**config.mk**
```make
export PLATFORM = sky130hd
export DESIGN_NAME = gfxIrqCtl
export DESIGN_NICKNAME = d
export VERILOG_FILES = /design/src/rtl/irqCtlPkg.sv /design/src/rtl/irqCtlDecode.sv /design/src/rtl/irqCtlRegs.sv /design/src/rtl/gfxIrqCtl.sv
export SDC_FILE = /design/constraint.sdc
export NUM_CORES = 1
export LEC_CHECK = 0
export BUFFER_PORTS_ARGS = -buffer_cell sky130_fd_sc_hd__buf_4
export CAP_MARGIN = 20
export CORE_UTILIZATION = 45
export CTS_BUF_LIST = sky130_fd_sc_hd__clkbuf_8
export DETAILED_ROUTE_END_ITERATION = 7
export MAX_ROUTING_LAYER = met4
export PLACE_DENSITY = 0.81
export RECOVER_POWER = 25
export SLEW_MARGIN = 10
export SYNTH_ARGS = -nofsm -noshare
export SYNTH_HDL_FRONTEND = slang
export SYNTH_SLANG_ARGS = --single-unit
```
**constraint.sdc**
```tcl
create_clock -name clk -period 2.9 [get_ports clk]
set_input_delay 0.145 -clock clk [delete_from_list [all_inputs] [get_ports clk]]
set_output_delay 0.145 -clock clk [all_outputs]
set_load 0.01 [all_outputs]
```
**src/rtl/irqCtlPkg.sv**
```systemverilog
package irqCtlPkg;
  localparam int NUM_SRC   = 3;
  localparam int SRC_OOM   = 0;
  localparam int SRC_FLUSH = 1;
  localparam int SRC_FRAME = 2;

  typedef enum logic [2:0] {
    SEL_STAT    = 3'd0,
    SEL_ENSET   = 3'd1,
    SEL_ENCLR   = 3'd2,
    SEL_OVFADDR = 3'd3,
    SEL_OVFSIZE = 3'd4,
    SEL_NONE    = 3'd7
  } regSel_e;

  typedef struct packed {
    logic [NUM_SRC-1:0] statClr;
    logic [NUM_SRC-1:0] enSet;
    logic [NUM_SRC-1:0] enClr;
    logic               addrLd;
    logic               sizeLd;
    logic               rdEn;
    regSel_e            rdSel;
  } ctlStrb_t;
endpackage

```
**src/rtl/irqCtlDecode.sv**
```systemverilog
module irqCtlDecode
  import irqCtlPkg::*;
#(
  parameter int ADDR_W = 3
) (
  input  logic               clk,
  input  logic               rstN,
  input  logic               wrEn,
  input  logic               rdEn,
  input  logic [ADDR_W-1:0]  addr,
  input  logic [NUM_SRC-1:0] wrBits,
  output ctlStrb_t           strb
);
  localparam logic [ADDR_W-1:0] A_STAT    = ADDR_W'(0);
  localparam logic [ADDR_W-1:0] A_ENSET   = ADDR_W'(1);
  localparam logic [ADDR_W-1:0] A_ENCLR   = ADDR_W'(2);
  localparam logic [ADDR_W-1:0] A_OVFADDR = ADDR_W'(3);
  localparam logic [ADDR_W-1:0] A_OVFSIZE = ADDR_W'(4);

  regSel_e sel;

  always_comb begin
    case (addr)
      A_STAT:    sel = SEL_STAT;
      A_ENSET:   sel = SEL_ENSET;
      A_ENCLR:   sel = SEL_ENCLR;
      A_OVFADDR: sel = SEL_OVFADDR;
      A_OVFSIZE: sel = SEL_OVFSIZE;
      default:   sel = SEL_NONE;
    endcase
  end

  always_comb begin
    strb         = '0;
    strb.rdEn    = rdEn;
    strb.rdSel   = sel;
    if (wrEn) begin
      case (sel)
        SEL_STAT:    strb.statClr = wrBits;
        SEL_ENSET:   strb.enSet   = wrBits;
        SEL_ENCLR:   strb.enClr   = wrBits;
        SEL_OVFADDR: strb.addrLd  = 1'b1;
        SEL_OVFSIZE: strb.sizeLd  = 1'b1;
        default:     ;
      endcase
    end
  end

  // a write outside the map raises no strobe
  a_r11_unmapped_quiet: assert property (@(posedge clk) disable iff (!rstN)
    (wrEn && addr > A_OVFSIZE) |-> (strb.statClr == '0 && strb.enSet == '0 &&
      strb.enClr == '0 && !strb.addrLd && !strb.sizeLd));
endmodule

```
**src/rtl/irqCtlRegs.sv**
```systemverilog
module irqCtlRegs
  import irqCtlPkg::*;
#(
  parameter int DATA_W = 32,
  parameter int SIZE_W = 16
) (
  input  logic              clk,
  input  logic              rstN,
  input  ctlStrb_t          strb,
  input  logic [DATA_W-1:0] wrData,
  input  logic              flushDone,
  input  logic              frameDone,
  input  logic              binUse,
  output logic              irq,
  output logic [DATA_W-1:0] rdData,
  output logic [DATA_W-1:0] ovfAddr,
  output logic [SIZE_W-1:0] ovfSize
);
  logic [NUM_SRC-1:0] statusQ;
  logic [NUM_SRC-1:0] enMask;
  logic [NUM_SRC-1:0] srcIn;
  logic [SIZE_W-1:0]  remainQ;
  logic [DATA_W-1:0]  addrQ;
  logic [DATA_W-1:0]  rdMux;
  logic               oomLevel;

  assign oomLevel         = (remainQ == '0);
  assign srcIn[SRC_OOM]   = oomLevel;
  assign srcIn[SRC_FLUSH] = flushDone;
  assign srcIn[SRC_FRAME] = frameDone;

  for (genvar i = 0; i < NUM_SRC; i++) begin : g_src
    always_ff @(posedge clk) begin
      if (!rstN) begin
        statusQ[i] <= 1'b0;
        enMask[i]  <= 1'b0;
      end else begin
        statusQ[i] <= (statusQ[i] & ~strb.statClr[i]) | srcIn[i];
        if (strb.enSet[i])      enMask[i] <= 1'b1;
        else if (strb.enClr[i]) enMask[i] <= 1'b0;
      end
    end
  end

  always_ff @(posedge clk) begin
    if (!rstN) begin
      remainQ <= '0;
      addrQ   <= '0;
    end else begin
      if (strb.addrLd) addrQ <= wrData;
      if (strb.sizeLd)             remainQ <= wrData[SIZE_W-1:0];
      else if (binUse && !oomLevel) remainQ <= remainQ - SIZE_W'(1);
    end
  end

  always_comb begin
    case (strb.rdSel)
      SEL_STAT:              rdMux = DATA_W'(statusQ);
      SEL_ENSET, SEL_ENCLR:  rdMux = DATA_W'(enMask);
      SEL_OVFADDR:           rdMux = addrQ;
      SEL_OVFSIZE:           rdMux = DATA_W'(remainQ);
      default:               rdMux = '0;
    endcase
  end

  always_ff @(posedge clk) begin
    if (!rstN) begin
      rdData <= '0;
      irq    <= 1'b0;
    end else begin
      if (strb.rdEn) rdData <= rdMux;
      irq <= |(statusQ & enMask);
    end
  end

  assign ovfAddr = addrQ;
  assign ovfSize = remainQ;

  // a flush pulse is never lost, even under an acknowledge
  a_r8_flush_kept: assert property (@(posedge clk) disable iff (!rstN)
    flushDone |=> statusQ[SRC_FLUSH]);
  a_r8_frame_kept: assert property (@(posedge clk) disable iff (!rstN)
    frameDone |=> statusQ[SRC_FRAME]);
  // empty overflow budget keeps the out-of-memory bit pending
  a_r9_oom_sticky: assert property (@(posedge clk) disable iff (!rstN)
    oomLevel |=> statusQ[SRC_OOM]);
  // the request line trails enabled pending bits by one clock
  a_r7_irq_raise: assert property (@(posedge clk) disable iff (!rstN)
    (|(statusQ & enMask)) |=> irq);
  a_r7_irq_quiet: assert property (@(posedge clk) disable iff (!rstN)
    !(|(statusQ & enMask)) |=> !irq);
  // set and clear registers touch only the bits written as 1
  a_r4_enable_on: assert property (@(posedge clk) disable iff (!rstN)
    (|strb.enSet) |=> ((enMask & $past(strb.enSet)) == $past(strb.enSet)));
  a_r5_enable_off: assert property (@(posedge clk) disable iff (!rstN)
    (|strb.enClr) |=> ((enMask & $past(strb.enClr)) == '0));
  // draining the last unit raises out-of-memory on the next clock
  a_r10_drain: assert property (@(posedge clk) disable iff (!rstN)
    (remainQ == SIZE_W'(1) && binUse && !strb.sizeLd) |=> ##1 statusQ[SRC_OOM]);
endmodule

```
**src/rtl/gfxIrqCtl.sv**
```systemverilog
module gfxIrqCtl
  import irqCtlPkg::*;
#(
  parameter int ADDR_W = 3,
  parameter int DATA_W = 32,
  parameter int SIZE_W = 16
) (
  input  logic              clk,
  input  logic              rstN,
  input  logic              wrEn,
  input  logic              rdEn,
  input  logic [ADDR_W-1:0] addr,
  input  logic [DATA_W-1:0] wrData,
  output logic [DATA_W-1:0] rdData,
  input  logic              flushDone,
  input  logic              frameDone,
  input  logic              binUse,
  output logic              irq,
  output logic [DATA_W-1:0] ovfAddr,
  output logic [SIZE_W-1:0] ovfSize
);
  ctlStrb_t strb;

  irqCtlDecode #(.ADDR_W(ADDR_W)) i_decode (
    .clk    (clk),
    .rstN   (rstN),
    .wrEn   (wrEn),
    .rdEn   (rdEn),
    .addr   (addr),
    .wrBits (wrData[NUM_SRC-1:0]),
    .strb   (strb)
  );

  irqCtlRegs #(.DATA_W(DATA_W), .SIZE_W(SIZE_W)) i_regs (
    .clk       (clk),
    .rstN      (rstN),
    .strb      (strb),
    .wrData    (wrData),
    .flushDone (flushDone),
    .frameDone (frameDone),
    .binUse    (binUse),
    .irq       (irq),
    .rdData    (rdData),
    .ovfAddr   (ovfAddr),
    .ovfSize   (ovfSize)
  );
endmodule

```
== After elaboration in Yosys (flattened, before gate mapping) ==
Cells that the tools add are included.

* Input bits: 42
* Bits in registers: 87
* Word-level logic and storage cells: 56

* $add $sub $neg: 1
* Eq/ne operators: 8
* Reductions and logical operators: 11
* Mux-type cells: 16
* Bitwise logic cells: 10

{| class="wikitable"
|+ Operators with widths
! cell !! number
|-
| case mux 32 bit (4 select lines) || 1
|-
| two-way mux 16 bit || 2
|-
| zero test 16 bit || 1
|-
| subtractor 16 x 1 -> 16 bit (second input constant) || 1
|-
| case mux 3 bit (5 select lines) || 1
|-
| == test 3 x 2 -> 1 bit (second input constant) || 4
|-
| two-way mux 11 bit || 1
|-
| two-way mux 3 bit || 3
|-
| two-way mux 1 bit || 8
|-
| nonzero test 2 bit || 4
|-
| == test 3 x 1 -> 1 bit (second input constant) || 2
|-
| == test 3 bit (second input constant) || 2
|-
| zero test 3 bit || 2
|-
| bitwise AND 1 bit || 3
|-
| bitwise AND 3 bit || 1
|-
| inverter 1 bit || 3
|-
| OR 1 bit || 3
|-
| OR reduction 3 bit || 1
|-
| OR reduction 2 bit || 1
|-
| logical AND 1 bit || 1
|-
| zero test 1 bit || 1
|}

== Logic depth before layout (Yosys ltp) ==
* Word-level depth: 8
* Mapped depth: 8
* Mapped depth without buffers: 7

== Modules after synthesis ==
A second synthesis with hierarchy kept.

* Cells, all modules: 429
* Area total of the unflattened synthesis: 3814.9 um^2

{| class="wikitable"
|+ By module, submodules not included
! module !! area an instance (um^2) !! instances !! cells an instance
|-
| irqCtlRegs || 3672.3 || 1 || 410
|-
| irqCtlDecode || 142.6 || 1 || 19
|}

== Worst setup path after synthesis ==
OpenSTA, ideal clock, no wires.

* Kind: flip-flop to flip-flop
* Start: register i_regs.remainQ[0] (netlist: i_regs.ovfSize[0])
* End: register i_regs.remainQ[3] (netlist: i_regs.ovfSize[3])
* Setup slack: 1.139 ns
* Cell stages (with the launch flop): 8
* Arrival time: 1.675 ns
* Cells stage by stage: dfxtp_1 -> inv_1 -> ha_1 -> nor4b_2 -> nand4_2 -> nor3b_1 -> xnor2_1 -> a211oi_1

* Cells in the longest elaborated chain, start to end: 4
* Elaborated cells on any way between the ends: 7
* Classes of those cells: 1 x add/sub; 2 x mux; 4 x reduce/logical

{| class="wikitable"
|+ RTL lines
! what !! RTL line !! RTL
|-
| start, declared || irqCtlRegs.sv:22 || <nowiki>logic [SIZE_W-1:0] remainQ;</nowiki>
|-
| start signal, assigned || irqCtlRegs.sv:51 || <nowiki>if (strb.sizeLd) remainQ <= wrData[SIZE_W-1:0];</nowiki>
|-
| start signal, assigned || irqCtlRegs.sv:52 || <nowiki>else if (binUse && !oomLevel) remainQ <= remainQ - SIZE_W'(1);</nowiki>
|-
| branches (longest 4 deep; another with subtractor 16 x 1 -> 16 bit) || - ||
|}

Parallel ways; which one is timed is not known. The select of a mux whose other input is x is not followed.
A chain may end at the register's enable or synchronous reset.

== Worst setup path after layout ==
* Start: input addr[2]
* End: register i_regs.addrQ[6] (netlist: i_regs.ovfAddr[6])

* Cells in the longest elaborated chain, start to end: 5
* Elaborated cells on any way between the ends: 9
* Classes of those cells: 5 x eq/ne; 3 x mux; 1 x reduce/logical

{| class="wikitable"
|+ RTL lines
! what !! RTL line !! RTL
|-
| start, declared || gfxIrqCtl.sv:12 || <nowiki>input logic [ADDR_W-1:0] addr,</nowiki>
|-
| == test 3 bit, or another cell as far along || irqCtlDecode.sv:23 || <nowiki>case (addr)</nowiki>
|-
| case mux 3 bit (5 select lines) * || irqCtlDecode.sv:23 ||
|-
| == test 3 x 2 -> 1 bit * || irqCtlDecode.sv:38 || <nowiki>case (sel)</nowiki>
|-
| two-way mux 1 bit * || irqCtlDecode.sv:38 ||
|-
| two-way mux 11 bit * || irqCtlDecode.sv:37 || <nowiki>if (wrEn) begin</nowiki>
|-
| end signal, assigned || irqCtlRegs.sv:50 || <nowiki>if (strb.addrLd) addrQ <= wrData;</nowiki>
|-
| end, declared || irqCtlRegs.sv:23 || <nowiki>logic [DATA_W-1:0] addrQ;</nowiki>
|}

Every way passes the cells marked *; elsewhere a longest branch is shown, timed or not.

==> results.py <==
metrics = {
    "global_route": {
        "grt_use_total_pct": 25.64,
        "antenna_found_initial": 0,
        "grt_max_degree": 65,
        "grt_overflow_total": 0,
        "grt_pass1_wl_um": 16620,
        "grt_pass1_vias": 3344,
    },
    "setup_path": {
        "crit_required_ns": 3.17,
        "cp.arrival_ns": 2.39,
        "cpMaxStageDelayCell": "clkbuf_1",
        "critPathBufInv": 3,
        "crit_path_max_fanout": 32,
        "path_cells": "clkbuf_1, nor2_2, clkbuf_1, and2_1, buf_4, nand2_1, a21oi_1",
        "crit_family": "buffers and inverters",
        "startpoint_type": "primary input",
        "setup.worst_path.end_class": "register",
        "crit_type": "in -> reg",
        "crit_top_cell": "clkbuf_1",
        "critical-path-max-stage-delay_ns": 1.09,
    },
    "detailed_routing": {
        "dr.pass1.iters": 5,
        "routed_wl_um": 10580,
        "via_count": 3637,
        "drtIter0Drc": 195,
        "postRouteAntennaNets": 0,
        "drc": 0,
        "wl_per_cell_um": 16.03,
        "viasPerCell": 5.511,
    },
    "status": {
        "status": "finished with violations",
        "failed_checks": "capacitance limit",
    },
    "timing": {
        "hold_viol": 0,
        "period_minus_slack_ns": 2.119,
        "setup_viol": 0,
        "skew_ns": 0.008619,
        "fin_crit_sh_pct": 73.07,
        "worst_pin_slew_ns": 1.495,
        "setup_tns_ns": 0,
        "fmax_mhz": 471.9,
        "grt_setup_unrepaired": "no",
        "whs_ns": 0.02058,
        "slew_headroom_pct": 0.3522,
        "slew_violations": 0,
    },
    "synthesis": {
        "avgSynthCellArea_sq_um": 8.239,
        "synth.area.top_cells": "dfxtp_1 (47%), a21oi_1 (9.0%), nand2_1 (8.4%), a211oi_1 (3.7%), nor2_1 (3.6%)",
        "yosysTopAreaCell": "dfxtp_1",
        "syn-instance-count": 446,
        "yosys_warnings": 0,
        "syn_area_sq_um": 3675,
        "ys_types": 38,
        "synth_top_area_share_pct": 47.40,
        "synth_seq_area_share_pct": 47.40,
        "synth_nets": 489,
        "synth-seq-cells": 87,
    },
    "clock_network": {
        "cts_tree": "done",
        "ctsRootBufferMaster": "clkbuf_8",
        "cts.clk_slew.worst_paths_ns": 0.09,
        "htree_levels": 3,
        "cts_resized": 0,
        "post-cts-setup-buffers": 0,
        "insertion_delay_ns": 0.35,
        "cts_made_buffers": 9,
        "hold_buffers": 0,
        "cts.sink_count": 87,
        "cts_max_path_buffers": 2,
    },
    "placement": {
        "place_congestion": 0.9156,
        "port_buffers": 122,
        "hpwl_um": 7353,
    },
    "floorplan": {
        "core_area_sq_um": 7807,
        "ios": 123,
        "die-height_um": 92.37,
        "dieArea_sq_um": 8531,
        "start_util_pct": 47.07,
        "dieWidth_um": 92.37,
        "rows": 32,
    },
    "final_layout": {
        "syn2layout_area_growth_pct": 29.25,
        "diodes": 0,
        "nFillCells": 709,
        "most-common-layout-cells": "buf_4 (95), dfxtp_1 (87), nand2_1 (82)",
        "final_nets": 596,
        "final_common_cell": "buf_4",
        "drive_gt1_share_pct": 22.22,
    },
    "pwr": {
        "p_switching_mw": 1.272,
        "switching_share_pct": 35.41,
        "p_leak_nw": 1.783,
        "p_comb_share_pct": 30.4,
        "ir_drop_uv": 472.2,
        "cellPowerDensity_nw_per_um2": 756.6,
        "power.share.clock_pct": 26.7,
        "p_seq_share_pct": 42.9,
        "internal_power_mw": 2.321,
    },
    "worst_hold_path": {
        "hp-class": "in -> reg",
    },
    "flow_run": {
        "drv_cap": 1,
    },
}
## power by group through the flow
stage	combinational [mW]	sequential [mW]	clock, mW
6_report	1.09	1.54	0.959
3_3_place_gp	1.06	1.55	0
4_1_cts	1.10	1.54	0.969
2_1_floorplan	0.699	1.55	0
3_5_place_dp	1.09	1.56	0
5_1_grt	1.19	1.56	1.02
## registers in the layout, indices dropped and copies added (netlist names)
name,flops
i_regs.ovfAddr,32
i_regs.irq,1
i_regs.statusQ,3
i_regs.rdData,32
i_regs.enMask,3
i_regs.ovfSize,16
## Yosys cell counts (all sizes together)
cell / number
a311o: 1
a31oi: 7
o311ai: 1
xnor2: 2
or4: 1
nor2: 35
ha: 1
clkbuf: 22
nor3b: 2
xor2: 9
o41ai: 1
dfxtp: 87
nand2: 82
nand2b: 16
nor3: 2
buf: 11
mux2i: 1
nand4: 6
nand3: 23
o21ai: 12
a211oi: 18
a22oi: 13
a21oi: 66
nor2b: 5
a311oi: 1
nand4b: 1
a222oi: 3
inv: 3
nor4: 4
nor4b: 1
and2: 5
a31o: 1
mux2: 3
## tightest hold or removal path: stages
cell and delay (ns):
buf_4 0.08, a21oi_1 0.04, nor2_1 0.07
## per-layer routing
| layer | vias to the layer above | track usage, % | wire length (um) |
|---|---|---|---|
| met5 | - | - | 0 |
| met4 | 0 | 10.55 | 234 |
| met3 | 20 | 4.023 | 850 |
| met2 | 175 | 40.12 | 5083 |
| met1 | 1670 | 33.11 | 4414 |
| li1 | 1772 | - | - |
## metrics by stage
step                power, mW  setup WS (ns)  instances  area [sq um]  utilization [%]
global route            3.761         0.6083        660          4750            60.83
detailed placement      2.646         0.9681        644          4646            59.50
CTS                     3.603         0.9417        660          4873            62.42
floorplan               2.253          1.139        446          3675                -
global placement        2.607          1.061        643          4631            59.31
finish                  3.594         0.7809        660          4750            60.83
## final cells by class
cell class              instances  area, sq um  share of cell area [%]
clock buffers                   9        123.9                   2.608
clock inverters                 7        103.9                   2.187
inverters                       3        11.26                  0.2371
multi-input cells             323         1789                   37.67
flip-flops and latches         87         1742                   36.67
well taps                     102        127.6                   2.687
repair buffers                129        852.1                   17.94
## path summary, 6_finish.rpt
path	slack (ns)	from	cells after the start	endpoint
setup / recovery	0.78	addr[2]	7	i_regs.ovfAddr[6]$_SDFFE_PN0P_
hold / removal	0.02	frameDone	3	i_regs.statusQ[2]$_SDFF_PN0_
hold reg to reg	0.47	i_regs.rdData[16]$_SDFFE_PN0P_	2	i_regs.rdData[16]$_SDFFE_PN0P_
setup reg to reg	0.91	i_regs.ovfSize[2]$_SDFFE_PN0P_	5	i_regs.ovfSize[7]$_SDFFE_PN0P_
## cell families after synthesis
group,after synthesis,synth area share (%)
compound gates,124,20.19
xor+xnor,11,2.622
fa+ha+maj,1,0.3404
buf+inv,36,3.984
flops,87,47.40
mux,4,1.192
simple gates,183,24.28
Power figures use the tool's default switching activity.
